File: config.mk
export PLATFORM = sky130hd
export DESIGN_NAME = swt_write_timer
export DESIGN_NICKNAME = d
export VERILOG_FILES = /design/src/rtl/swt_pkg.sv /design/src/rtl/swt_cfg_bank.sv /design/src/rtl/swt_cfg_check.sv /design/src/rtl/swt_seq.sv /design/src/rtl/swt_write_timer.sv
export SDC_FILE = /design/constraint.sdc
export NUM_CORES = 1
export LEC_CHECK = 0
export BUFFER_PORTS_ARGS = -buffer_cell sky130_fd_sc_hd__buf_2
export CORE_ASPECT_RATIO = 0.5
export CORE_UTILIZATION = 52
export DETAILED_ROUTE_END_ITERATION = 6
export HOLD_SLACK_MARGIN = 0.03
export MAX_ROUTING_LAYER = met4
export PLACE_DENSITY = 0.75
export SYNTH_ARGS = -nofsm -noshare
export SYNTH_HDL_FRONTEND = slang
export SYNTH_SLANG_ARGS = --single-unit
File: constraint.sdc
create_clock -name clk -period 4.1 [get_ports clk]
set_clock_uncertainty 0.15 [all_clocks]
set_input_delay 0 -clock clk [delete_from_list [all_inputs] [get_ports clk]]
set_output_delay 0 -clock clk [all_outputs]
set_load 0.01 [all_outputs]
File: src/rtl/swt_pkg.sv
package swt_pkg;
  localparam int TW = 6;
  typedef logic [TW-1:0] tick_t;

  typedef struct packed {
    tick_t we_setup;
    tick_t we_pulse;
    tick_t cs_setup;
    tick_t cs_pulse;
    tick_t cycle;
    logic  edge_latch;
  } tcfg_t;

  // True when count k lies in [s, s+p)
  function automatic logic in_win(tick_t k, tick_t s, tick_t p);
    logic [TW:0] lo, hi, kk;
    lo = {1'b0, s};
    hi = {1'b0, s} + {1'b0, p};
    kk = {1'b0, k};
    return (kk >= lo) && (kk < hi);
  endfunction
endpackage

File: src/rtl/swt_cfg_bank.sv
module swt_cfg_bank
  import swt_pkg::*;
#(
  parameter int NUM_CS = 4,
  localparam int CSW = $clog2(NUM_CS)
) (
  input  logic           clk,
  input  logic           rst_n,
  input  logic           wr_en,
  input  logic [CSW-1:0] wr_sel,
  input  tcfg_t          wr_val,
  input  logic [CSW-1:0] rd_sel,
  output tcfg_t          rd_val
);
  tcfg_t bank [NUM_CS];

  for (genvar i = 0; i < NUM_CS; i++) begin : g_slot
    always_ff @(posedge clk or negedge rst_n) begin
      if (!rst_n)
        bank[i] <= '0;
      else if (wr_en && wr_sel == CSW'(i))
        bank[i] <= wr_val;
    end
  end

  assign rd_val = bank[rd_sel];
endmodule

File: src/rtl/swt_cfg_check.sv
module swt_cfg_check
  import swt_pkg::*;
(
  input  tcfg_t cfg,
  output logic  bad
);
  logic [TW:0] we_used, cs_used, cyc_w;
  logic        we_zero_p, cs_zero_p, we_short, cs_short, we_tight, cs_tight;

  always_comb begin
    we_used   = {1'b0, cfg.we_setup} + {1'b0, cfg.we_pulse};
    cs_used   = {1'b0, cfg.cs_setup} + {1'b0, cfg.cs_pulse};
    cyc_w     = {1'b0, cfg.cycle};
    we_zero_p = (cfg.we_pulse == '0);
    cs_zero_p = (cfg.cs_pulse == '0);
    we_short  = (cyc_w < we_used);
    cs_short  = (cyc_w < cs_used);
    // zero setup and zero hold leaves no edge margin for edge-latched parts
    we_tight  = cfg.edge_latch && (cfg.we_setup == '0) && (cyc_w == we_used);
    cs_tight  = cfg.edge_latch && (cfg.cs_setup == '0) && (cyc_w == cs_used);
    bad       = we_zero_p | cs_zero_p | we_short | cs_short | we_tight | cs_tight;
  end
endmodule

File: src/rtl/swt_seq.sv
module swt_seq
  import swt_pkg::*;
#(
  parameter int NUM_CS = 4,
  parameter int AW = 24,
  parameter int DW = 32,
  localparam int CSW = $clog2(NUM_CS)
) (
  input  logic              clk,
  input  logic              rst_n,
  input  logic              req_valid,
  output logic              req_ready,
  input  logic [CSW-1:0]    req_cs,
  input  logic [AW-1:0]     req_addr,
  input  logic [DW-1:0]     req_data,
  input  tcfg_t             sel_cfg,
  input  logic              sel_bad,
  output logic [AW-1:0]     mem_addr,
  output logic [DW-1:0]     mem_data,
  output logic              mem_we_n,
  output logic [NUM_CS-1:0] mem_cs_n,
  output logic              wr_done,
  output logic              cfg_err
);
  localparam tick_t ONE = tick_t'(1);

  logic           busy;
  tick_t          cnt;
  tcfg_t          cur;
  logic [CSW-1:0] cur_cs;
  logic           last, take, we_on, cs_on;

  assign last      = busy && (cnt == cur.cycle - ONE);
  assign req_ready = !busy || last;
  assign take      = req_valid && req_ready;
  assign wr_done   = last;

  always_ff @(posedge clk or negedge rst_n) begin
    if (!rst_n) begin
      busy     <= 1'b0;
      cnt      <= '0;
      cur      <= '0;
      cur_cs   <= '0;
      mem_addr <= '0;
      mem_data <= '0;
      cfg_err  <= 1'b0;
    end else begin
      cfg_err <= take && sel_bad;
      if (take && !sel_bad) begin
        busy     <= 1'b1;
        cnt      <= '0;
        cur      <= sel_cfg;
        cur_cs   <= req_cs;
        mem_addr <= req_addr;
        mem_data <= req_data;
      end else if (last) begin
        busy <= 1'b0;
      end else if (busy) begin
        cnt <= cnt + ONE;
      end
    end
  end

  assign we_on    = busy && in_win(cnt, cur.we_setup, cur.we_pulse);
  assign cs_on    = busy && in_win(cnt, cur.cs_setup, cur.cs_pulse);
  assign mem_we_n = !we_on;

  for (genvar i = 0; i < NUM_CS; i++) begin : g_csn
    assign mem_cs_n[i] = !(cs_on && cur_cs == CSW'(i));
  end

  // bus fields frozen while a cycle runs
  a_r2_bus_hold: assert property (@(posedge clk) disable iff (!rst_n)
    (busy && !last) |=> ($stable(mem_addr) && $stable(mem_data)));
  // counter steps by one through the cycle
  a_r3_count_step: assert property (@(posedge clk) disable iff (!rst_n)
    (busy && !last) |=> (busy && cnt == tick_t'($past(cnt) + ONE)));
  // count never reaches the programmed length
  a_r3_count_bound: assert property (@(posedge clk) disable iff (!rst_n)
    busy |-> (cnt < cur.cycle));
  // at most one device selected
  a_r5_cs_onehot: assert property (@(posedge clk) disable iff (!rst_n)
    $onehot0(~mem_cs_n));
  // a rejected request never leaves a cycle running
  a_r7_err_idle: assert property (@(posedge clk) disable iff (!rst_n)
    cfg_err |-> (!busy && mem_we_n));
endmodule

File: src/rtl/swt_write_timer.sv
module swt_write_timer
  import swt_pkg::*;
#(
  parameter int NUM_CS = 4,
  parameter int AW = 24,
  parameter int DW = 32,
  localparam int CSW = $clog2(NUM_CS)
) (
  input  logic              clk,
  input  logic              rst_n,
  input  logic              cfg_wr,
  input  logic [CSW-1:0]    cfg_sel,
  input  logic [TW-1:0]     cfg_we_setup,
  input  logic [TW-1:0]     cfg_we_pulse,
  input  logic [TW-1:0]     cfg_cs_setup,
  input  logic [TW-1:0]     cfg_cs_pulse,
  input  logic [TW-1:0]     cfg_cycle,
  input  logic              cfg_edge_latch,
  input  logic              req_valid,
  output logic              req_ready,
  input  logic [CSW-1:0]    req_cs,
  input  logic [AW-1:0]     req_addr,
  input  logic [DW-1:0]     req_data,
  output logic [AW-1:0]     mem_addr,
  output logic [DW-1:0]     mem_data,
  output logic              mem_we_n,
  output logic [NUM_CS-1:0] mem_cs_n,
  output logic              wr_done,
  output logic              cfg_err
);
  tcfg_t wr_val, sel_cfg;
  logic  sel_bad;

  assign wr_val = '{we_setup: cfg_we_setup, we_pulse: cfg_we_pulse,
                    cs_setup: cfg_cs_setup, cs_pulse: cfg_cs_pulse,
                    cycle: cfg_cycle, edge_latch: cfg_edge_latch};

  swt_cfg_bank #(.NUM_CS(NUM_CS)) u_bank (
    .clk(clk), .rst_n(rst_n), .wr_en(cfg_wr), .wr_sel(cfg_sel),
    .wr_val(wr_val), .rd_sel(req_cs), .rd_val(sel_cfg)
  );

  swt_cfg_check u_check (.cfg(sel_cfg), .bad(sel_bad));

  swt_seq #(.NUM_CS(NUM_CS), .AW(AW), .DW(DW)) u_seq (
    .clk(clk), .rst_n(rst_n), .req_valid(req_valid), .req_ready(req_ready),
    .req_cs(req_cs), .req_addr(req_addr), .req_data(req_data),
    .sel_cfg(sel_cfg), .sel_bad(sel_bad), .mem_addr(mem_addr),
    .mem_data(mem_data), .mem_we_n(mem_we_n), .mem_cs_n(mem_cs_n),
    .wr_done(wr_done), .cfg_err(cfg_err)
  );
endmodule

After elaboration in Yosys (flattened, before gate mapping)
Cells that the tools add are included.
W data, S select, Z words.
{ "totals": {"ff_bits": 220, "latch_bits": 0, "ramBits": 0, "romBits": 0, "inputBits": 95, "mem_count": 0} }
{ "op_classes": {"add_sub_neg": 6, "multipliers": 0, "n_div": 0, "magnitude_cmp": 7, "n_eq_ne": 10, "n_shift": 0, "mux": 8, "n_bitwise": 6, "n_reduce_logical": 37} }
{ "op_table": {"columns": ["operator", "n"], "rows": [
  ["$bmux W31 S2", 1],
  ["$mux W31", 2],
  ["$add A6 B6 Y7", 4],
  ["$lt A6 B7 Y1", 4],
  ["$logic_not A6 Y1", 4],
  ["$logic_and A1 B1 Y1", 20],
  ["$mux W6", 3],
  ["$eq A6 B7 Y1", 2],
  ["$ge A6 B6 Y1", 2],
  ["$eq A2 B2 Y1 const B", 4],
  ["$logic_not A1 Y1", 7],
  ["$add A6 B1 Y6 const B", 1],
  ["$eq A6 B6 Y1", 1],
  ["$sub A6 B1 Y6 const B", 1],
  ["$or A1 B1 Y1", 5],
  ["$eq A2 B1 Y1 const B", 2],
  ["$logic_not A2 Y1", 2],
  ["$reduce_bool A2 Y1", 2],
  ["$ge A3 B3 Y1 const B", 1],
  ["$not A2 Y3", 1],
  ["$mux W1", 2],
  ["$ne A2 B2 Y1 const B", 1],
  ["$reduce_and A2 Y1", 1],
  ["$logic_or A1 B1 Y1", 1]
]} }

Logic depth before layout (Yosys ltp)
Gate-level depths: netlist of the first run.
{ "logic_depth": {"ltp_word": 14, "ltp_mapped": 19, "ltp_nobuf": 15} }

Cells and area by module
From an unflattened synthesis of the first run, not the netlist that was laid out.
{ "hier_totals": {"cells_unflattened": 750, "area_unflattened_um2": 10864.2} }
{ "modules_own_cells": {"columns": ["module", "n_inst", "cells_each", "area_each_um2"], "rows": [
  ["swt_cfg_bank", 1, 301, 5331.4],
  ["swt_seq", 1, 360, 4815.9],
  ["swt_cfg_check", 1, 89, 716.9]
]} }

Worst setup path after synthesis of the first run
Ideal clock, no wire load.
{ "synth_path": {"path_kind": "input to register", "startpoint": "in req_cs[0]", "endpoint": "reg u_seq.cur[10] (netlist name)", "setup_ns": 0.125, "t_arrival_ns": 3.547, "required_ns": 3.825, "path_slack_ns": 0.278, "cell_stages": 18, "n_path_buf": 4, "path_cell_list": "buf_6 > buf_2 > mux4_2 > ha_1 > fa_1 > a21oi_1 > o21bai_1 > xnor2_1 > ha_1 > nand3_1 > nor3_1 > nand3_1 > o211ai_2 > nor3_2 > and3_4 > buf_6 > buf_6 > mux2_4"} }
{ "synth_lines": {"columns": ["item", "line_no", "text"], "rows": [
  ["start, declared", "swt_write_timer.sv:21", "input logic [CSW-1:0] req_cs,"],
  ["end signal, assigned", "swt_seq.sv:52", "cur <= sel_cfg;"],
  ["end, declared", "swt_seq.sv:29", "tcfg_t cur;"]
]} }

==> results of run 1 <==
==> area by class of cell <==
class                           instances  area share
Clock inverter                         11      0.0100
Tap cell                              273      0.0240
Inverter                               27     0.00711
Sequential cell                       220       0.386
Clock buffer                           27      0.0398
Timing Repair Buffer                  290       0.158
Multi-Input combinational cell        479       0.375
==> sequential cells by signal, indices dropped and copies added, names as in the netlist <==
signal          count
u_seq.mem_data     32
u_seq.cur_cs        2
u_seq.cur          30
u_seq.busy          1
u_seq.cnt           6
u_seq.cfg_err       1
u_seq.mem_addr     24
u_bank.bank       124
==> through the flow <==
stage                     std cells  area (sq um)
after floorplan                 756         11000
after global placement         1181         12200
after detailed placement       1181         12200
after CTS                      1308         13800
after global routing           1327         14300
final                          1327         14300
==> timing repair <==
action | CTS | global route
gates cloned | 0 | 10
pin swaps | 0 | 7
setup endpoints to repair | 64 | 88
endpoints found under the hold margin | 312 | 0
gates resized for setup | 6 | 29
hold buffers | 89 | 0
setup buffers | 0 | 9
==> placed cells by master, fill, tap and decap left out, types with 23 or more instances in the layout <==
cell / instances
dlygate4sd3_1: 89
ha_1: 57
mux2_4: 77
buf_2: 157
mux4_2: 31
buf_4: 24
clkbuf_16: 28
dfrtp_1: 220
mux2_2: 134
nor2_1: 23
inv_1: 27
==> path summary, 6_finish.rpt <==
| kind | to | cells after the start | slack (ns) | startpoint |
|---|---|---|---|---|
| worst min-delay path | u_seq.mem_data[2]$_DFFE_PN0P_ | 2 | 0.05 | rst_n |
| worst max register to register | u_seq.mem_data[1]$_DFFE_PN0P_ | 17 | -0.03 | u_bank.bank[14]$_DFFE_PN0P_ |
| min in group clk | u_bank.bank[116]$_DFFE_PN0P_ | 4 | 0.08 | cfg_sel[1] |
| worst max-delay path | u_seq.mem_data[1]$_DFFE_PN0P_ | 17 | -0.03 | u_bank.bank[14]$_DFFE_PN0P_ |
| worst min register to register | u_bank.bank[61]$_DFFE_PN0P_ | 1 | 0.35 | u_bank.bank[61]$_DFFE_PN0P_ |
| max in group asynchronous | u_seq.mem_data[6]$_DFFE_PN0P_ | 3 | 2.68 | rst_n |
==> cell families (layout without fill, tap and decap cells) <==
logic type,Yosys count,count (layout),synth area share
simple gates,80,80,0.0374
flops,220,220,0.499
mux,246,246,0.304
compound gates,64,64,0.0367
buf+inv,57,355,0.0278
xor+xnor,25,25,0.0198
fa+ha+maj,64,64,0.0753
==> worst register-to-register path, cell delays in order, from the launching register on <==
cell and delay, ns:
dfrtp_1 0.38, mux4_2 0.53, buf_4 0.18, fa_2 0.37, a21oi_2 0.16, nor2_1 0.07, nor2_1 0.11, xor2_1 0.09
ha_1 0.31, nand4_1 0.12, a21oi_2 0.14, a211o_1 0.13, nand3_2 0.08, nor3_4 0.25, and3_4 0.29, buf_12 0.15
clkbuf_16 0.15, mux2_2 0.34
==> power by group through the flow <==
stage | registers (uW) | logic (uW) | clock network, uW
2_1_floorplan | 3310 | 2390 | 0
3_3_place_gp | 3270 | 3270 | 0
3_5_place_dp | 3310 | 3380 | 0
4_1_cts | 3270 | 3500 | 2080
5_1_grt | 3380 | 4190 | 2170
6_report | 3300 | 3810 | 2030
==> routing by layer <==
metal,track usage,vias to the layer above
li1,-,3322
met1,0.349,3692
met2,0.386,186
met3,0.0424,34
met4,0.0487,0
met5,-,-
==> results.toml, run 1 <==
[timing]
fin_ws_ns = -0.0339
fmax_mhz = 242
slew_viol_final = 0
fin_crit_ns = 4.13
tns_ns = -0.401
worst_slew_pin_slew_ns = 1.04
relSlewSlack = 0.310
rsz0062_at_grt = "yes"
finalSetupViolCount = 39
fin_crit_sh = 1.01
worst_hold_slack_ns = 0.0535
hold_viol_final = 0

[placed_design]
gp_congestion = 0.850
place_ws_ns = -0.0411
port_buffers = 158
hpwl_mm = 16.5

[setup_path]
cp.arrival_ns = 4.37
required_ns = 4.34
critical_path.top_delay_family = "simple AND/OR/NAND/NOR gates"
critPathKind = "reg -> reg"
cp-end-kind = "flop"
crit_chain = "mux4_2 -> buf_4 -> fa_2 -> a21oi_2 -> nor2_1 -> nor2_1 -> xor2_1 -> ha_1 -> nand4_1 -> a21oi_2 -> a211o_1 -> nand3_2 -> nor3_4 -> and3_4 -> buf_12 -> clkbuf_16 -> mux2_2"
cp-start-kind = "flop"
critPathBufInv = 3
crit_slowest_cell = "mux4_2"
path_max_fanout = 6
cpPeakStageDelay_ns = 0.53

[floorplan]
row_count = 37
core_sq_um = 20700
start_util = 0.533
die_h_um = 105
io-pin-count = 159
die_w_um = 208
die-area_sq_um = 21800

[global_route]
grt_pass1_wl_mm = 41.6
grt_pass1_vias = 7630
overflow = 0
grt_max_degree = 130
antenna_found_initial = 0
track_usage = 0.249

[clocking]
cts_sinks = 220
cts-htree-levels = 1
cts_root_buf = "clkbuf_16"
clock_latency_ns = 0.52
cts_buffers = 21
clk_path_buf_depth = 3
tritoncts = "built"
clk_pin_slew_worst_paths_ns = 0.07

[power_and_ir_drop]
seqPwrFrac = 0.361
power_uw = 9150
p_int_uw = 6150
power.switching_uw = 3000
peakVddDrop_v = 0.000269
power.density_nw_per_um2 = 642
switching_share = 0.328
power.combinational.fraction = 0.417
p_leak_uw = 0.00665
power.share.clock = 0.222

[routing]
vias = 7234
wl_met1_mm = 12.6
via_per_inst = 5.45
top_layer_used = "met4"
drc = 0
drt_pass1_iterations = 7
ant_nets = 0
dr_wl_met2_mm = 12.3
wl_mm = 26.6
dr.first_iter.drc_count = 387
wl_per_cell_um = 20.1
wl_met3_mm = 1.32

[synthesis]
synth_enable_flop_cells = 0
synth.largest_area_cell = "dfrtp_1"
syn_area_per_cell_sq_um = 14.6
ys_async_sr_fraction = 1.00
synth_common_cells = "dfrtp_1, mux2_2, mux2_4, ha_1, mux4_2"
netlist_area_sq_um = 11000
yosysUniqueCellTypes = 43
yosysMostFrequentCell = "dfrtp_1"
synth_nets = 915
ys.warnings.count = 0
synth-seq-area-share = 0.499
synth_top_area_share = 0.499
synth.area.top_cells = "dfrtp_1, mux2_2, mux2_4"
synth-main-ff-cell = "dfrtp_1"
synth-seq-cells = 220
netlist_instances = 756

[finish]
multiInputGateArea_sq_um = 5340
nNetsFinal = 1198
register_area_sq_um = 5510
post-route-util = 0.689
insertedDiodeCount = 0
syn_to_final_growth_pct = 29.2
fillers = 1367
drive_gt1_frac = 0.469

[min_path]
hp-class = "in -> async"

[outcome]
outcome = "complete, but fails checks"
violations = "setup timing"

[run]
maxCapViolCount = 0
(Power assumes the default switching activity.)
==> inputs of run 2 (changes only) <==
--- a/config.mk
+++ b/config.mk
@@ -6,8 +6,10 @@
 export NUM_CORES = 1
 export LEC_CHECK = 0
 export BUFFER_PORTS_ARGS = -buffer_cell sky130_fd_sc_hd__buf_2
+export CELL_PAD_IN_SITES_DETAIL_PLACEMENT = 0
+export CELL_PAD_IN_SITES_GLOBAL_PLACEMENT = 1
 export CORE_ASPECT_RATIO = 0.5
-export CORE_UTILIZATION = 52
+export CORE_UTILIZATION = 43
 export DETAILED_ROUTE_END_ITERATION = 6
 export HOLD_SLACK_MARGIN = 0.03
 export MAX_ROUTING_LAYER = met4
==> run 2 against run 1 <==
  * The flow finishes with violations (hold timing)
  * First-iteration DRC count shrank 33%
  * Final cell count grew 6.0%
  * Sequential power is essentially flat
  * Die area grew 21%
  * Global-route usage shrank 5.4 points
  * Maximum frequency grew 3.1%
  * Via count shrank 0.62%
  * Worst setup slack gained 0.13 ns
==> results.toml, run 2 (synthesis gave the netlist of run 1 again) <==
[finish]
syn_to_final_growth_pct = 30.5
final_cell_mix = "dfrtp_1, buf_2, mux2_2, dlygate4sd3_1, mux2_4"
final_common_cell = "dfrtp_1"
nNetsFinal = 1206
top_regs = "u_bank.bank: 124 flops, u_seq.mem_data: 32 flops, u_seq.cur: 30 flops"
stdcell_count = 1407
largest_reg_flops = 124
insertedDiodeCount = 0
drive_gt1_frac = 0.470
regMostFlops = "u_bank.bank"

[setup_path]
cp-start-kind = "flop"
critPathKind = "reg -> reg"
required_ns = 4.34
path_max_fanout = 8
reg2reg_depth = 17
r2r_slack_ns = 0.09
r2r-end = "u_seq.mem_addr[16]$_DFFE_PN0P_"
cp.arrival_ns = 4.25
r2r-start = "u_bank.bank[20]$_DFFE_PN0P_"
cp-end-kind = "flop"

[floorplan]
start_util = 0.438
io-pin-count = 159
row_count = 41
die_h_um = 115
die_w_um = 229
core_sq_um = 25200
die-area_sq_um = 26300

[placed_design]
dp.cells = 1260
gp_congestion = 0.833
port_buffers = 158
hpwl_mm = 16.7

[routing]
via_per_inst = 5.11
wl_mm = 25.7
drc = 0
dr.first_iter.drc_count = 261
drt_pass1_iterations = 4
ant_nets = 0
vias = 7189
wl_per_cell_um = 18.2

[run]
maxCapViolCount = 0

[timing]
fin_crit_ns = 4.01
worst_hold_slack_ns = -0.0147
slew_viol_final = 0
fmax_mhz = 249
worst_slew_pin_slew_ns = 0.990
fin_crit_sh = 0.978
rsz0062_at_grt = "yes"
relSlewSlack = 0.340
hold_viol_final = 5
finalSetupViolCount = 0
tns_ns = 0

[global_route]
grt_max_degree = 128
overflow = 0
track_usage = 0.195
gr-usage-met2 = 0.299
grt_pass1_wl_mm = 39.5
top_usage_layer = "met2"
met3_usage = 0.0332
grtUsageMet1 = 0.270
antenna_found_initial = 0
grt_pass1_vias = 7333

[clocking]
cts_sinks = 220
cts-htree-levels = 1
clk_pin_slew_worst_paths_ns = 0.06
clk_path_buf_depth = 3
cts_root_buf = "clkbuf_16"
cts_buffers = 22
tritoncts = "built"
clock_latency_ns = 0.51

[outcome]
violations = "hold timing"
outcome = "complete, but fails checks"

[power_and_ir_drop]
peakVddDrop_v = 0.000265
power.density_nw_per_um2 = 640
p_leak_uw = 0.00670

[min_path]
hp-class = "in -> async"
run 2: changes by cell type in the layout (fill, tap and decap cells not counted), sizes merged:
| cell | before | now |
|---|---|---|
| clkinvlp | 2 | 1 |
| inv | 29 | 27 |
| buf | 193 | 202 |
| clkinv | 4 | 5 |
| bufinv | 3 | 4 |
| dlygate4sd3 | 89 | 90 |
run 2: critical path: stages, from the launching register on:
cell      delay [ns]
dfrtp_1         0.37
mux4_2          0.54
ha_1            0.32
a21o_1          0.16
a21oi_1         0.19
o21bai_1        0.09
a21oi_1         0.20
xnor2_1         0.15
ha_1            0.27
nand3_1         0.07
nor3_1          0.05
nand3_1         0.09
o211ai_2        0.11
nor3_4          0.23
and3_4          0.22
buf_12          0.16
buf_6           0.15
mux2_2          0.35
run 2: metal layers:
metal  vias up  wire (um)
li1       3342          -
met1      3658      12400
met2       145      11700
met3        44        904
met4         0        632
met5         -          0
run 2: cell type report:
type | instances | area [sq um]
fillers | 1987 | 10800
flip-flops and latches | 220 | 5510
multi-input cells | 479 | 5320
repair buffers | 297 | 2250
clock buffers | 30 | 632
well taps | 344 | 430
clock inverters | 10 | 153
inverters | 27 | 101
run 2: worst max-delay path by stage:
stage / startpoint / end / slack, ns / cells after the start
3_5_place_dp: u_bank.bank[7]$_DFFE_PN0P_ / u_seq.mem_addr[12]$_DFFE_PN0P_ / 0.08 / 16
5_1_grt: u_bank.bank[8]$_DFFE_PN0P_ / u_seq.mem_addr[16]$_DFFE_PN0P_ / -0.11 / 17
3_3_place_gp: u_bank.bank[8]$_DFFE_PN0P_ / u_seq.mem_data[20]$_DFFE_PN0P_ / 0.12 / 16
2_1_floorplan: req_cs[0] / u_seq.cur[10]$_DFFE_PN0P_ / 0.28 / 18
4_1_cts: u_bank.bank[8]$_DFFE_PN0P_ / u_seq.mem_addr[12]$_DFFE_PN0P_ / 0.07 / 16
6_report: u_bank.bank[20]$_DFFE_PN0P_ / u_seq.mem_addr[16]$_DFFE_PN0P_ / 0.09 / 17
run 2: timing repair:
item	in CTS	in global routing
endpoints found under the setup margin	0	87
hold buffers	90	0
buffers inserted	0	9
resized for setup	0	24
hold endpoints to repair	315	0
run 2: stage by stage:
step | utilization | hold slack [ns] | area [sq um] | worst slack [ns] | total power, uW
after floorplan | - | -0.446 | 11000 | 0.278 | 5700
after global placement | 0.491 | -0.00720 | 12400 | 0.116 | 6610
after detailed placement | 0.491 | 0.00871 | 12400 | 0.0783 | 6730
after CTS | 0.558 | 0.0368 | 14100 | 0.0651 | 9040
after global routing | 0.572 | 0.0803 | 14400 | -0.109 | 9820
final | 0.572 | -0.0147 | 14400 | 0.0915 | 9210
run 2: power breakdown:
| part | switching, uW | leakage [uW] | internal (uW) |
|---|---|---|---|
| clock | 857 | 0.000386 | 1330 |
| combinational | 1620 | 0.00365 | 2120 |
| sequential | 448 | 0.00267 | 2830 |
| total | 2920 | 0.00670 | 6290 |
